`config.mk`:
```
export PLATFORM = sky130hd
export DESIGN_NAME = prio_irq_ctrl
export DESIGN_NICKNAME = d
export VERILOG_FILES = /design/src/rtl/irq_pkg.sv /design/src/rtl/irq_pin_edge.sv /design/src/rtl/irq_arbiter.sv /design/src/rtl/irq_level_stack.sv /design/src/rtl/prio_irq_ctrl.sv
export SDC_FILE = /design/constraint.sdc
export NUM_CORES = 1
export LEC_CHECK = 0
export CAP_MARGIN = 10
export CELL_PAD_IN_SITES_DETAIL_PLACEMENT = 0
export CELL_PAD_IN_SITES_GLOBAL_PLACEMENT = 2
export CORE_ASPECT_RATIO = 0.9
export CORE_MARGIN = 1
export CORE_UTILIZATION = 40
export CTS_CLUSTER_SIZE = 8
export DETAILED_ROUTE_END_ITERATION = 8
export PLACE_DENSITY_LB_ADDON = 0.1
export RECOVER_POWER = 25
export SYNTH_ARGS = -nofsm -noshare
export SYNTH_HDL_FRONTEND = slang
export SYNTH_HIERARCHICAL = 1
export SYNTH_SLANG_ARGS = --single-unit
```
`constraint.sdc`:
```
create_clock -name clk -period 23.4 [get_ports clk]
set_clock_uncertainty 0.1 [all_clocks]
set_input_delay 4.68 -clock clk [delete_from_list [all_inputs] [get_ports clk]]
set_output_delay 4.68 -clock clk [all_outputs]
set_load 0.02 [all_outputs]
```
`src/rtl/irq_pkg.sv`:
```
package irq_pkg;
    localparam int ADDR_W = 5;
    localparam int DATA_W = 32;
    localparam int PRIO_W = 3;
    localparam int TRAP_BASE_LVL = 8;

    localparam logic [ADDR_W-1:0] A_ENABLE = 5'd0;
    localparam logic [ADDR_W-1:0] A_FLAGS  = 5'd1;
    localparam logic [ADDR_W-1:0] A_TRAPS  = 5'd2;
    localparam logic [ADDR_W-1:0] A_POLAR  = 5'd3;
    localparam int                A_PRIO0  = 16;
endpackage

```
`src/rtl/irq_pin_edge.sv`:
```
module irq_pin_edge (
    input  logic clk,
    input  logic rst_n,
    input  logic pin,
    input  logic fall_sel,
    output logic evt
);
    typedef struct packed {
        logic s1;
        logic s2;
        logic s3;
    } pe_t;

    pe_t q, d;

    always_comb begin
        d    = q;
        d.s1 = pin;
        d.s2 = q.s1;
        d.s3 = q.s2;
    end

    always_ff @(posedge clk or negedge rst_n) begin
        if (!rst_n) q <= '0;
        else        q <= d;
    end

    assign evt = fall_sel ? (!q.s2 && q.s3) : (q.s2 && !q.s3);
endmodule

```
`src/rtl/irq_arbiter.sv`:
```
module irq_arbiter #(
    parameter int N     = 9,
    parameter int LVL_W = 4,
    localparam int IDX_W = (N > 1) ? $clog2(N) : 1
) (
    input  logic [N-1:0][LVL_W-1:0] cand_lvl,
    output logic [LVL_W-1:0]        best_lvl,
    output logic [IDX_W-1:0]        best_idx
);
    always_comb begin
        best_lvl = '0;
        best_idx = '0;
        for (int i = N - 1; i >= 0; i--) begin
            if (cand_lvl[i] != '0 && cand_lvl[i] >= best_lvl) begin
                best_lvl = cand_lvl[i];
                best_idx = IDX_W'(i);
            end
        end
    end
endmodule

```
`src/rtl/irq_level_stack.sv`:
```
module irq_level_stack #(
    parameter int W     = 4,
    parameter int DEPTH = 9,
    localparam int CNT_W = $clog2(DEPTH + 1)
) (
    input  logic             clk,
    input  logic             rst_n,
    input  logic             push,
    input  logic             pop,
    input  logic [W-1:0]     din,
    output logic [W-1:0]     top,
    output logic [CNT_W-1:0] cnt
);
    typedef struct packed {
        logic [DEPTH-1:0][W-1:0] mem;
        logic [CNT_W-1:0]        cnt;
    } stk_t;

    stk_t q, d;
    logic [CNT_W-1:0] top_idx;

    assign top_idx = q.cnt - 1'b1;

    always_comb begin
        d = q;
        if (push && q.cnt < CNT_W'(DEPTH)) begin
            d.mem[q.cnt] = din;
            d.cnt        = q.cnt + 1'b1;
        end else if (pop && q.cnt != '0) begin
            d.cnt = top_idx;
        end
    end

    always_ff @(posedge clk or negedge rst_n) begin
        if (!rst_n) q <= '0;
        else        q <= d;
    end

    assign top = (q.cnt != '0) ? q.mem[top_idx] : '0;
    assign cnt = q.cnt;
endmodule

```
`src/rtl/prio_irq_ctrl.sv`:
```
module prio_irq_ctrl #(
    parameter int N_EXT  = 3,
    parameter int N_PER  = 4,
    parameter int N_TRAP = 2,
    localparam int N_SRC = N_EXT + N_PER,
    localparam int N_VEC = N_TRAP + N_SRC,
    localparam int LVL_W = $clog2(irq_pkg::TRAP_BASE_LVL + N_TRAP),
    localparam int VEC_W = $clog2(N_VEC),
    localparam int DEPTH = irq_pkg::TRAP_BASE_LVL - 1 + N_TRAP,
    localparam int CNT_W = $clog2(DEPTH + 1)
) (
    input  logic                      clk,
    input  logic                      rst_n,
    input  logic [N_EXT-1:0]          ext_pin,
    input  logic [N_PER-1:0]          per_evt,
    input  logic [N_TRAP-1:0]         trap_in,
    input  logic                      reg_we,
    input  logic [irq_pkg::ADDR_W-1:0] reg_addr,
    input  logic [irq_pkg::DATA_W-1:0] reg_wdata,
    output logic [irq_pkg::DATA_W-1:0] reg_rdata,
    input  logic                      irq_ack,
    input  logic                      irq_ret,
    output logic                      irq_req,
    output logic [VEC_W-1:0]          irq_vec,
    output logic [LVL_W-1:0]          cpu_level
);
    import irq_pkg::*;

    typedef struct packed {
        logic [N_SRC-1:0]             flag;
        logic [N_SRC-1:0]             en;
        logic [N_EXT-1:0]             pol;
        logic [N_TRAP-1:0]            tflag;
        logic [N_SRC-1:0][PRIO_W-1:0] prio;
        logic [LVL_W-1:0]             level;
        logic                         req;
        logic [VEC_W-1:0]             vec;
        logic [LVL_W-1:0]             wlvl;
    } st_t;

    st_t q, nxt, d;

    logic [N_EXT-1:0]            ext_evt;
    logic [N_SRC-1:0]            src_evt;
    logic [N_VEC-1:0][LVL_W-1:0] cand;
    logic [LVL_W-1:0]            best_lvl;
    logic [VEC_W-1:0]            best_idx;
    logic [LVL_W-1:0]            stk_top;
    logic [CNT_W-1:0]            stk_cnt;
    logic                        take;
    logic                        pop;

    for (genvar p = 0; p < N_EXT; p++) begin : g_pin
        irq_pin_edge u_edge (
            .clk      (clk),
            .rst_n    (rst_n),
            .pin      (ext_pin[p]),
            .fall_sel (q.pol[p]),
            .evt      (ext_evt[p])
        );
    end

    assign src_evt = {per_evt, ext_evt};
    assign take    = irq_ack && q.req;
    assign pop     = irq_ret && !take && (stk_cnt != '0);

    // next values of everything except the arbitration result
    always_comb begin
        nxt = q;
        if (reg_we && reg_addr == A_ENABLE) nxt.en    = reg_wdata[N_SRC-1:0];
        if (reg_we && reg_addr == A_FLAGS)  nxt.flag  = reg_wdata[N_SRC-1:0];
        if (reg_we && reg_addr == A_TRAPS)  nxt.tflag = reg_wdata[N_TRAP-1:0];
        if (reg_we && reg_addr == A_POLAR)  nxt.pol   = reg_wdata[N_EXT-1:0];
        for (int k = 0; k < N_SRC; k++) begin
            if (reg_we && reg_addr == ADDR_W'(A_PRIO0 + k))
                nxt.prio[k] = reg_wdata[PRIO_W-1:0];
        end
        nxt.flag  = nxt.flag | src_evt;
        nxt.tflag = nxt.tflag | trap_in;
        if (take)     nxt.level = q.wlvl;
        else if (pop) nxt.level = stk_top;
    end

    always_comb begin
        for (int t = 0; t < N_TRAP; t++)
            cand[t] = nxt.tflag[t] ? LVL_W'(TRAP_BASE_LVL + N_TRAP - 1 - t) : '0;
        for (int s = 0; s < N_SRC; s++)
            cand[N_TRAP+s] = (nxt.flag[s] && nxt.en[s]) ? LVL_W'(nxt.prio[s]) : '0;
    end

    irq_arbiter #(.N(N_VEC), .LVL_W(LVL_W)) u_arb (
        .cand_lvl (cand),
        .best_lvl (best_lvl),
        .best_idx (best_idx)
    );

    always_comb begin
        d      = nxt;
        d.req  = best_lvl > nxt.level;
        d.vec  = best_idx;
        d.wlvl = best_lvl;
    end

    always_ff @(posedge clk or negedge rst_n) begin
        if (!rst_n) q <= '0;
        else        q <= d;
    end

    irq_level_stack #(.W(LVL_W), .DEPTH(DEPTH)) u_stack (
        .clk   (clk),
        .rst_n (rst_n),
        .push  (take),
        .pop   (pop),
        .din   (q.level),
        .top   (stk_top),
        .cnt   (stk_cnt)
    );

    always_comb begin
        reg_rdata = '0;
        case (reg_addr)
            A_ENABLE: reg_rdata[N_SRC-1:0]  = q.en;
            A_FLAGS:  reg_rdata[N_SRC-1:0]  = q.flag;
            A_TRAPS:  reg_rdata[N_TRAP-1:0] = q.tflag;
            A_POLAR:  reg_rdata[N_EXT-1:0]  = q.pol;
            default: begin
                for (int k = 0; k < N_SRC; k++) begin
                    if (reg_addr == ADDR_W'(A_PRIO0 + k))
                        reg_rdata[PRIO_W-1:0] = q.prio[k];
                end
            end
        endcase
    end

    assign irq_req   = q.req;
    assign irq_vec   = q.vec;
    assign cpu_level = q.level;
endmodule

```
# Yosys cells after proc, flatten, opt, wreduce, memory -nomap -nowiden
# Cells that the tools add are included.
# W data, S select, Z words.
word_totals:
  reg_bits: 102
  inputBits: 51
  elab_cells: 180
classes:
  n_addsub: 2
  magnitude_cmp: 14
  n_eq_ne: 10
  mux: 60
  bitwise_logic: 2
  reduce_logical: 58
ops:
  columns: ["cell", "count"]
  rows:
  - ["$mux W3", 28]
  - ["$mux W4", 20]
  - ["$reduce_bool A4 Y1", 10]
  - ["$logic_and A1 B1 Y1", 39]
  - ["$bwmux W36", 1]
  - ["$eq A5 B5 Y1 const B", 7]
  - ["$ge A3 B3 Y1", 6]
  - ["$bmux W4 S4", 1]
  - ["$demux W4 S4", 1]
  - ["$mux W7", 2]
  - ["$eq A5 B2 Y1 const B", 2]
  - ["$lt A4 B5 Y1 const B", 2]
  - ["$pmux W2 S4", 1]
  - ["$pmux W4 S2", 1]
  - ["$logic_not A1 Y1", 7]
  - ["$or A7 B7 Y7", 1]
  - ["$eq A5 B1 Y1 const B", 1]
  - ["$logic_not A5 Y1", 1]
  - ["$add A4 B1 Y4 const B", 1]
  - ["$ge A4 B1 Y1 const B", 1]
  - ["$ge A4 B3 Y1", 1]
  - ["$ge A4 B4 Y1", 1]
  - ["$gt A4 B4 Y1", 1]
  - ["$lt A4 B4 Y1 const B", 1]
  - ["other kinds (7)", 9]

# Depth between registers and ports, before layout
# Gate-level depths: netlist of the first run.
logic_depth:
  ltp_word: 34
  depth_mapped: 75

# Cells and area by module
# The synthesis of the first run kept the hierarchy.
modules_own_cells:
  columns: ["mod", "n_inst", "cells_per_inst", "area_each_um2"]
  rows:
  - ["prio_irq_ctrl", 1, 302, 3330.7]
  - ["irq_level_stack", 1, 154, 2079.5]
  - ["irq_arbiter", 1, 241, 1719.1]
  - ["irq_pin_edge", 3, 6, 97.6]

# Least setup slack after synthesis of the first run
# Ideal clock, no wire load.
synth_path:
  path_kind: "input to register"
  startpoint: "in reg_addr[4] (netlist name)"
  endpoint: "reg q, in the netlist irq_req"
  arrival_ns: 17.547
  required_time_ns: 23.181
  setup_slack_ns: 5.634
  cell_stages: 72
  n_path_buf: 4
  path_cell_list: "buf_6 -> or4b_1 -> buf_6 -> a2111oi_4 -> a211oi_2 -> and2_1 -> clkbuf_1 -> ha_1 -> nor2b_1 -> o21ai_1 -> and2_1 -> nand2_1 -> a22o_2 -> ha_1 -> nand2b_1 -> a2111oi_2 -> a211o_1 -> nor2_1 -> [36 not listed] -> a21o_1 -> a21oi_1 -> or2_2 -> clkbuf_1 -> nor2_1 -> a31oi_1 -> ha_1 -> nand2b_1 -> a21o_1 -> a21o_1 -> a21oi_1 -> nor2_1 -> o31ai_1 -> ha_1 -> nor2b_1 -> o21a_1 -> o21a_1 -> o21a_1"
synth_rtl:
  columns: ["item", "line_no", "text"]
  rows:
  - ["start: declaration", "prio_irq_ctrl.sv:18", "input logic [irq_pkg::ADDR_W-1:0] reg_addr,"]
  - ["end signal: assignment", "prio_irq_ctrl.sv:105", "if (!rst_n) q <= '0;"]
  - ["end signal: assignment", "prio_irq_ctrl.sv:106", "else q <= d;"]
  - ["end: declaration", "prio_irq_ctrl.sv:41", "st_t q, nxt, d;"]

==> results of run 1 <==
## cell families after synthesis
logic type | Yosys count
muxes | 100
DFF | 102
buffers and inverters | 94
xor gates and xnor gates | 3
AOI/OAI and AO/OA | 152
and+or+nand+nor | 228
adders and majority gates | 35
other | 1
## per-stage QoR
step | power (W) | worst slack [ns] | area (sq um)
after floorplan | 0.000681 | 5.63 | 7660
after global placement | 0.000792 | 2.71 | 7990
after detailed placement | 0.000801 | 2.68 | 7990
after CTS | 0.000952 | 3.01 | 8280
after global routing | 0.00102 | 1.65 | 8260
final | 0.000945 | 3.00 | 8260
## worst max-delay path by stage
stage,from,endpoint,slack (ns),cells after the start
global route,reg_addr[3],irq_req,1.65,70
global placement,reg_addr[4],irq_req,2.71,70
floorplan,reg_addr[4],irq_req,5.63,72
finish,reg_addr[4],irq_req,3.00,70
detailed placement,reg_addr[4],irq_req,2.68,70
CTS,reg_addr[4],irq_req,3.01,70
## power groups by stage
stage / clock network [W] / registers (W) / logic, W
after global placement: 0 / 0.000268 / 0.000523
after detailed placement: 0 / 0.000272 / 0.000530
final: 0.000146 / 0.000269 / 0.000531
after CTS: 0.000150 / 0.000269 / 0.000533
after global routing: 0.000157 / 0.000275 / 0.000592
after floorplan: 0 / 0.000253 / 0.000428
## metal layers
metal  vias to the layer above  GRT usage, %
li1                       2651             -
met1                      2668          28.6
met2                       126          29.3
met3                        15          2.60
met4                         0          4.85
met5                         -             0
## layout by cell type, fill, tap and decap left out, drive strengths merged, types with 8 or more instances in the layout
cell type,netlist,routed
clkbuf,10,12
a21oi,27,27
nor3,14,14
o31ai,8,8
mux2i,17,17
mux2,71,71
a21o,12,12
clkdlybuf4s50,0,35
ha,33,33
inv,35,37
nand3,9,9
a211oi,13,13
nand3b,12,12
a2111oi,10,10
nor2b,14,14
conb,1,64
mux4,12,12
nor2,47,47
nand2b,16,16
o21ai,27,27
and2,22,22
dfrtp,102,102
nand2,53,53
## state kept, by name (all words and copies together), names as in the netlist
signal,flops
q,40
irq_req,1
g_pin.u_edge/q,3
cpu_level,4
nxt,4
u_stack/q,36
g_pin.u_edge/d,6
u_stack/cnt,4
irq_vec,4
## layout make-up
cell class	count	area [sq um]
Clock buffer	10	229
Inverter	35	131
Multi-Input combinational cell	582	4580
Timing Repair Buffer	44	418
Tap cell	240	300
Sequential cell	102	2550
Clock inverter	6	56.3
Fill cell	1647	9640
==> results by group, run 1 <==
STA
  – Worst-Margin Slew: 3.84 ns
  – RSZ-0062 raised after global routing: false
  – Max Slew Vio Count: 105
  – Max frequency: 49.0 MHz
  – Final-report hold violation count: 0
  – Final hold slack: 0.259 ns
  – Rel. slew slack: -156%
  – Post-route clock period utilization: 87.2%
  – Final setup viols: 0
  – Setup TNS: 0 ns
  – Tmin final: 20.40 ns

Power and ir drop
  – Int Pwr: 0.000538 W
  – Power density cells: 114 nW/um^2
  – Clock power share: 15.4%
  – NetSw: 0.000407 W
  – VDD IR max: 0.100 mV
  – Lkg Pwr: 3.57 nW
  – Comb pwr share: 56.2%
  – Sw Share: 43.1%
  – Flop pwr share: 28.4%

Logic synthesis
  – Yosys reg bits: 102
  – Adder-Cell Fraction of Synth Area: 5.85%
  – Async SR Flop Fraction: 100%
  – Yosys warns: 6
  – Dominant synthesized flop cell: dfrtp_1
  – Synth area leader: dfrtp_1
  – Largest family of logic cells by synthesized area: compound AO/OA/AOI/OAI gates
  – Syn avg cell area: 10.4 sq um
  – Post-Synth Simple-Gate Area: 16.7%
  – Top-area cell type share of the netlist area: 34.4%
  – Synth cell count leaders: dfrtp_1 (102), mux2_2 (71), nand2_1 (53)
  – Mux contribution to synthesized area: 17.2%
  – Cell area after synthesis: 7420 sq um
  – Compound-gate portion of the synthesized area: 18.1%
  – Top-count cell post-synth: dfrtp_1
  – XOR/XNOR share of the synthesized area: 0.607%
  – Mapped Cells: 715
  – Register area share after synthesis: 34.4%
  – Post-synth EDFFs: 0
  – Synth top area cells: dfrtp_1 (34%), mux2_2 (11%), ha_1 (5.6%)
  – Yosys cell types: 88

Routing
  – Met2 wire length: 7740 um
  – Initial DRC count: 323
  – Total Wirelength: 17,700 um
  – Routed met1 length: 9270 um
  – ANT nets after route: 0
  – Router iterations before antenna repair: 5
  – Post-DR vias/cell: 5.36
  – Max Used Layer: met4
  – DRC errors left: 0
  – Met3 Routed Length: 516 um
  – Vias: 5,460
  – WL per Instance: 17.4 um

Critical path
  – Worst R2R Start: q[44]
  – CP max FO: 14
  – Critical Path RT: 23.55 ns
  – Critical path's slowest cell: nor4b_4
  – WP buf/inv: 4
  – WP data arrival: 20.54 ns
  – CP Capture Type: flop
  – Reg2reg path depth: 68
  – R2R setup slack: 9.06 ns
  – Crit path launch type: input pin
  – Crit Reg-Reg Endpoint: irq_req
  – Most common cell type on the critical path: ha_1
  – Crit path largest cell delay: 0.82 ns
  – Kind of critical path: input pin to flop
  – Family with the most delay on the worst path: compound AO/OA/AOI/OAI gates

Outcome
  – Outcome: complete, but fails checks
  – Failing checks: capacitance limit, slew limit

Place
  – Placed Instances: 1,003
  – Final HPWL DP: 13,300 um
  – IO Port Bufs: 41
  – Routability cong.: 0.839

Floorplan
  – Die H: 131 um
  – Row cnt: 46
  – IO Count: 92
  – Initial Util: 41.5%
  – Die Span X: 146 um
  – DIE AREA: 19,100 sq um
  – CORE AREA: 17,900 sq um

Min path
  – Hold Path Origin: g_pin[1].u_edge/d[1]
  – Hold Path Depth: 0
  – Hold crit path type: flop to flop
  – Hold Path End: g_pin[1].u_edge/d[0]

Clock tree
  – Clk sinks: 102
  – CTS max path bufs: 2
  – Quantity of gates resized following cts: 0
  – Setup Fix Bufs, Post-CTS: 0
  – TritonCTS buffer count: 9
  – Worst-path clk slew: 0.07 ns
  – Cts hold-fix bufs: 0
  – Clock Latency Late Sink: 0.35 ns
  – H-Tree Depth: 3
  – Root Driver: clkbuf_16
  – CTS tree: done

Final layout
  – Non-Filler Instances: 1,019
  – Share of cells above drive strength 1: 18.4%
  – Ant diodes: 0
  – P&R area growth vs syn: 11.3%
  – Nets: 858
  – Final core occ: 46.2%

GRT
  – Largest net degree at the start of global routing: 70
  – Overflow after GRT: 0
  – GRT Overall Usage: 19.3%
  – Initial antenna violation count: 0
  – Vias in the first global route: 5,331
  – First-pass GRT wire length: 29,100 um

Run
  – Max cap viols: 2
Power figures use the tool's default switching activity.
==> inputs of run 2 (changes only) <==
- CTS_CLUSTER_SIZE: 8 -> unset
==> results of run 2 <==
Final layout, timing and power as in run 1 (identical DEF).
